## config.mk

```make
export PLATFORM = sky130hd
export DESIGN_NAME = hazard_stall_ctrl
export DESIGN_NICKNAME = d
export VERILOG_FILES = /design/src/rtl/hzc_pkg.sv /design/src/rtl/hz_src_cmp.sv /design/src/rtl/hz_loaduse.sv /design/src/rtl/hz_flush.sv /design/src/rtl/hazard_stall_ctrl.sv
export SDC_FILE = /design/constraint.sdc
export NUM_CORES = 1
export LEC_CHECK = 0
export CAP_MARGIN = 5
export CORE_AREA = 10 10 47 49
export DETAILED_ROUTE_END_ITERATION = 10
export DIE_AREA = 0 0 57 59
export DONT_BUFFER_PORTS = 1
export PLACE_DENSITY_LB_ADDON = 0.12
export SLEW_MARGIN = 40
export SYNTH_ARGS = -nofsm -noshare
export SYNTH_HDL_FRONTEND = slang
export SYNTH_SLANG_ARGS = --single-unit
```

## constraint.sdc

```tcl
create_clock -name clk -period 1.63 [get_ports clk]
set_clock_uncertainty 0.15 [all_clocks]
set_input_delay 0.0815 -clock clk [delete_from_list [all_inputs] [get_ports clk]]
set_output_delay 0.0815 -clock clk [all_outputs]
set_load 0.005 [all_outputs]
```

## src/rtl/hzc_pkg.sv

```systemverilog
package hzc_pkg;

    // Control word the block hands to the front of the pipeline.
    typedef struct packed {
        logic pc_we;      // program counter may advance
        logic ifid_we;    // fetch/decode register may load
        logic idex_nop;   // zero control entering execute
        logic ifid_flush; // squash fetch/decode instruction
    } front_ctl_t;

    // Held state used while the block is coming out of reset.
    localparam front_ctl_t CTL_HELD = '{pc_we: 1'b0, ifid_we: 1'b0,
                                        idex_nop: 1'b1, ifid_flush: 1'b0};

    // Build the control word from the resolved stall and flush decisions.
    function automatic front_ctl_t ctl_build(input logic stall, input logic flush);
        front_ctl_t c;
        c.pc_we      = ~stall;
        c.ifid_we    = ~stall;
        c.idex_nop   = stall;
        c.ifid_flush = flush;
        return c;
    endfunction

endpackage

```

## src/rtl/hz_src_cmp.sv

```systemverilog
module hz_src_cmp #(
    parameter int  AW        = 5,
    parameter bit  ZERO_HARD = 1'b1
) (
    input  logic [AW-1:0] dest,
    input  logic [AW-1:0] src,
    output logic          hit
);
    generate
        if (ZERO_HARD) begin : g_zero_const
            // register 0 reads as a constant and never depends on a load
            assign hit = (src == dest) && (|src);
        end else begin : g_zero_plain
            assign hit = (src == dest);
        end
    endgenerate
endmodule

```

## src/rtl/hz_loaduse.sv

```systemverilog
module hz_loaduse #(
    parameter int AW   = 5,
    parameter int NSRC = 2
) (
    input  logic                     is_load,
    input  logic [AW-1:0]            dest,
    input  logic [NSRC-1:0][AW-1:0]  srcs,
    output logic                     stall
);
    logic [NSRC-1:0] hits;

    generate
        for (genvar i = 0; i < NSRC; i++) begin : g_src
            hz_src_cmp #(.AW(AW), .ZERO_HARD(1'b1)) u_cmp (
                .dest (dest),
                .src  (srcs[i]),
                .hit  (hits[i])
            );
        end
    endgenerate

    // only loads assert the memory-read flag, so only loads stall
    assign stall = is_load && (|hits);
endmodule

```

## src/rtl/hz_flush.sv

```systemverilog
module hz_flush (
    input  logic br_taken,
    input  logic stall,
    output logic flush
);
    // a branch waiting on a load has stale operands; let the stall win
    assign flush = br_taken && !stall;
endmodule

```

## src/rtl/hazard_stall_ctrl.sv

```systemverilog
module hazard_stall_ctrl
    import hzc_pkg::*;
#(
    parameter int REG_AW = 5
) (
    input  logic              clk,
    input  logic              rst,
    input  logic              ex_is_load,
    input  logic [REG_AW-1:0] ex_dest,
    input  logic [REG_AW-1:0] id_src_a,
    input  logic [REG_AW-1:0] id_src_b,
    input  logic              br_taken,
    output logic              pc_wr_en,
    output logic              ifid_wr_en,
    output logic              idex_nop,
    output logic              ifid_flush
);
    localparam int NSRC = 2;

    logic                        run_q;
    logic                        stall;
    logic                        flush;
    logic [NSRC-1:0][REG_AW-1:0] srcs;
    front_ctl_t                  ctl;

    always_ff @(posedge clk) begin
        if (rst) run_q <= 1'b0;
        else     run_q <= 1'b1;
    end

    assign srcs = {id_src_b, id_src_a};

    hz_loaduse #(.AW(REG_AW), .NSRC(NSRC)) u_lu (
        .is_load (ex_is_load),
        .dest    (ex_dest),
        .srcs    (srcs),
        .stall   (stall)
    );

    hz_flush u_fl (
        .br_taken (br_taken),
        .stall    (stall),
        .flush    (flush)
    );

    always_comb begin
        if (!run_q || rst) ctl = CTL_HELD;
        else               ctl = ctl_build(stall, flush);
    end

    assign pc_wr_en   = ctl.pc_we;
    assign ifid_wr_en = ctl.ifid_we;
    assign idex_nop   = ctl.idex_nop;
    assign ifid_flush = ctl.ifid_flush;
endmodule

```

======== Word level (Yosys, flattened, before mapping) ========
Cells that the tools add are included.
storage, ports and cells
  input bits .............................. 19
  bits in registers ....................... 1
  word-level logic and storage cells ...... 16
  output and inout bits ................... 4
cells by class
  mux-type cells .......................... 2
  bitwise gates (word level) .............. 1
  eq/ne operators ......................... 2
  reductions and logical operators ........ 10
operators with widths
  operator            count
  5-bit == test       2
  5-bit OR reduction  2
  1-bit logical AND   4
  4-bit two-way mux   1
  1-bit zero test     2
  2-bit OR reduction  1
  1-bit logical OR    1
  1-bit two-way mux   1
  1-bit inverter      1

======== Longest topological paths before layout ========
  depth after elaboration ................. 7
  gate-level depth with buffers ........... 5
  depth with buffers taken out ............ 4

======== Cells and area by module ========
A second synthesis with hierarchy kept.
second synthesis, totals
  cell total of the unflattened synthesis .. 26
  area total of the unflattened synthesis .. 219.0 um^2
by module, submodules not included
  module             times used  cells an instance  area an instance (um^2)  seq. area each (um^2)
  hz_src_cmp         2           9                  70.1                     0.0
  hazard_stall_ctrl  1           6                  57.6                     20.0
  hz_flush           1           1                  13.8                     0.0
  hz_loaduse         1           1                  7.5                      0.0

======== Worst setup path after synthesis ========
OpenSTA, ideal clock, no wires.
  kind .................................... input to output
  start point ............................. input id_src_a[0]
  end point ............................... output pc_wr_en
  setup slack ............................. 0.216 ns
  required time ........................... 1.398 ns
  path buffers ............................ 1
  arrival time ............................ 1.183 ns
  cell stages on the path ................. 5
  path through ............................ or4_1 > a21oi_1 > o22ai_1 > a21boi_1 > buf_4
on the way
  cells in the longest elaborated chain, start to end .. 6
RTL lines
  element                                                     RTL line                 source
  start, declared                                             hazard_stall_ctrl.sv:10  input logic [REG_AW-1:0] id_src_a,
  5-bit == test / 5-bit OR reduction (equally long branches)  hz_src_cmp.sv:12         assign hit = (src == dest) && (|src);
  1-bit logical AND (*)                                       hz_src_cmp.sv:12
  2-bit OR reduction (*)                                      hz_loaduse.sv:23         assign stall = is_load && (|hits);
  1-bit logical AND (*)                                       hz_loaduse.sv:23
  1-bit inverter (*)                                          hzc_pkg.sv:18            c.pc_we = ~stall;
  4-bit two-way mux (*)                                       hazard_stall_ctrl.sv:47  if (!run_q || rst) ctl = CTL_HELD;
  end, declared                                               hazard_stall_ctrl.sv:13  output logic pc_wr_en,
Every way passes the cells marked *; elsewhere a longest branch is shown, timed or not.

======== Worst setup path in the final report ========
  start point ............................. input id_src_b[0]
  end point ............................... output pc_wr_en
on the way
  cells in the longest elaborated chain, start to end .. 6
RTL lines
  element                                                     RTL line                 source
  start, declared                                             hazard_stall_ctrl.sv:11  input logic [REG_AW-1:0] id_src_b,
  5-bit == test / 5-bit OR reduction (equally long branches)  hz_src_cmp.sv:12
  1-bit logical AND (*)                                       hz_src_cmp.sv:12
  2-bit OR reduction (*)                                      hz_loaduse.sv:23
  1-bit logical AND (*)                                       hz_loaduse.sv:23
  1-bit inverter (*)                                          hzc_pkg.sv:18
  4-bit two-way mux (*)                                       hazard_stall_ctrl.sv:47
Marks and branches as above.

==> results.py <==
metrics = {
    "setup_path": {
        "start_kind": "primary input",
        "critical_path.max_fanout": 3,
        "crit_type": "primary input to primary output",
        "cp-end-kind": "primary output",
        "critPathRequiredTime_ns": 1.40,
        "worst_ep_arrival_time_ns": 1.20,
    },
    "floorplanning": {
        "die_h_um": 59,
        "die_area_mm2": 0.00336,
        "top_level_ports": 23,
        "coreArea_mm2": 0.00140,
        "dieWidth_um": 57,
        "row_count": 14,
        "start_util_pct": 14.1,
    },
    "cells_and_area": {
        "final_area_um2": 220,
        "top_register": "run_q",
        "nets": 48,
        "synthToLayoutAreaGrowth_pct": 11.4,
        "antenna_cells": 0,
        "final_util_pct": 15.7,
        "largestRegisters": "run_q: 1 flops",
        "drive_gt1_share_pct": 0,
        "largest_register_ffs": 1,
    },
    "timing": {
        "rsz0062_at_grt": "false",
        "finalMaxSlewViolations": 0,
        "period_needed_ns": 1.43,
        "max_slew_margin_pct": 80.2,
        "finalSetupViolCount": 0,
        "post-route-period-util_pct": 87.9,
        "worstMarginPinSlew_ns": 0.297,
        "finalHoldViolations": 0,
        "fmax_ghz": 0.698,
        "fin_hold_ws_ns": 0.0762,
        "fin_tns_setup_ns": 0,
    },
    "power_and_ir_drop": {
        "total_power_uw": 63.5,
        "powerDensity_mw_per_mm2": 288,
        "ir_worst_vdd_v": 0.000140,
        "p_leak_nw": 0.0653,
    },
    "synthesis": {
        "synth-adder-area-share_pct": 0,
        "synthMuxAreaShare_pct": 0,
        "synth_seq_cells": 1,
        "synthCells": 27,
        "synthXorXnorAreaFrac_pct": 35.4,
        "synth_area_per_cell_um2": 7.32,
        "synth_compound_area_share_pct": 19.6,
        "yosysSeqAreaShare_pct": 10.1,
        "synth_cell_types": 14,
        "yosys.area_share.simple_pct": 29.1,
        "syn_area_um2": 198,
        "synth_top_family_by_area": "XOR/XNOR gates",
        "syn_nets": 46,
        "yosysWarningCount": 0,
    },
    "clock_tree": {
        "post_cts_resized": 0,
    },
    "route": {
        "drtAntennaViolNets": 0,
        "routed_wl_um": 632,
        "vias": 175,
        "remaining_drc_errors": 0,
        "drtIter0Drc": 6,
        "drt-vias-per-instance": 4.07,
        "drt_first_pass_iters": 3,
        "wl_per_cell_um": 14.7,
    },
    "global_routing": {
        "antenna_found_initial": 0,
        "grt_pass1_wl_um": 931,
        "grt_overflow_total": 0,
        "grt_max_degree": 5,
        "grt_pass1_vias": 192,
        "grt_use_total_pct": 3.32,
    },
    "placement": {
        "gp_congestion": 0.652,
        "portBuffers": 0,
        "dp_hpwl_um": 609,
        "placed_cell_area_um2": 210,
    },
    "status": {
        "status": "finished, final reports clean",
    },
    "worst_hold_path": {
        "hold_class": "primary input to primary output",
    },
    "job": {
        "maxCapViolCount": 0,
    },
}
final cells by class:
type	instances	area [µm²]
repair buffers	1	10.0
fillers	161	1180
inverters	1	3.75
multi-input cells	24	166
flip-flops and latches	1	20.0
well taps	16	20.0
cells in the mapped netlist, drive strengths merged:
cell	instances	area [µm²]
xnor2	8	70.1
a21oi	3	15.0
and2	2	12.5
nand4	2	12.5
nor2	2	7.51
or4	2	15.0
a21bo	1	10.0
a21boi	1	7.51
buf	1	7.51
dfxtp	1	20.0
inv	1	3.75
nand2	1	3.75
nor2b	1	6.26
o22ai	1	6.26
critical path, stage by stage:
cell      delay (ns)
or4_1           0.53
a21oi_1         0.15
o22ai_1         0.13
a21boi_1        0.30
path summary, 6_finish.rpt:
check / cells after the start / slack [ns] / startpoint / end
min: 1 / 0.08 / ex_is_load / ifid_flush
max: 4 / 0.20 / id_src_b[0] / pc_wr_en
repair_timing:
item,in CTS,in global routing
hold endpoints to repair,1,0
hold buffers,1,0
setup buffers,0,0
endpoints found under the setup margin,0,0
cells in the final DEF, fill, tap and decap left out, drive strengths merged:
master and instances:
xnor2 8, a21boi 1, nor2 2, inv 1, nand4 2, nand2 1
a21bo 1, a21oi 3, dfxtp 1, dlygate4sd3 1, nor2b 1, o22ai 1
or4 2, and2 2
layer usage:
layer  vias up  wire (µm)  track usage (%)
li1         94          -                -
met1        69        240             4.24
met2        12        281             5.12
met3         0        110             1.72
met4         0          0                0
met5         -          0                0
report_power, final:
| group | internal (mW) | switching [mW] | total, mW |
|---|---|---|---|
| logic | 0.0238 | 0.0132 | 0.0370 |
| registers | 0.0263 | 0.000181 | 0.0265 |
| clock network | 0 | 0 | 0 |
stage by stage:
stage	std cells	setup WS (ns)
after CTS	43	0.176
after detailed placement	42	0.183
after floorplan	27	0.216
after global placement	42	0.205
final	43	0.198
after global routing	43	0.0796
logic make-up after synthesis:
kind of cell | count (synthesis)
AOI/OAI and AO/OA | 6
xor gates and xnor gates | 8
buffers and inverters | 2
DFF | 1
and+or+nand+nor | 10
No activity file was read; power rests on OpenSTA's default activity.
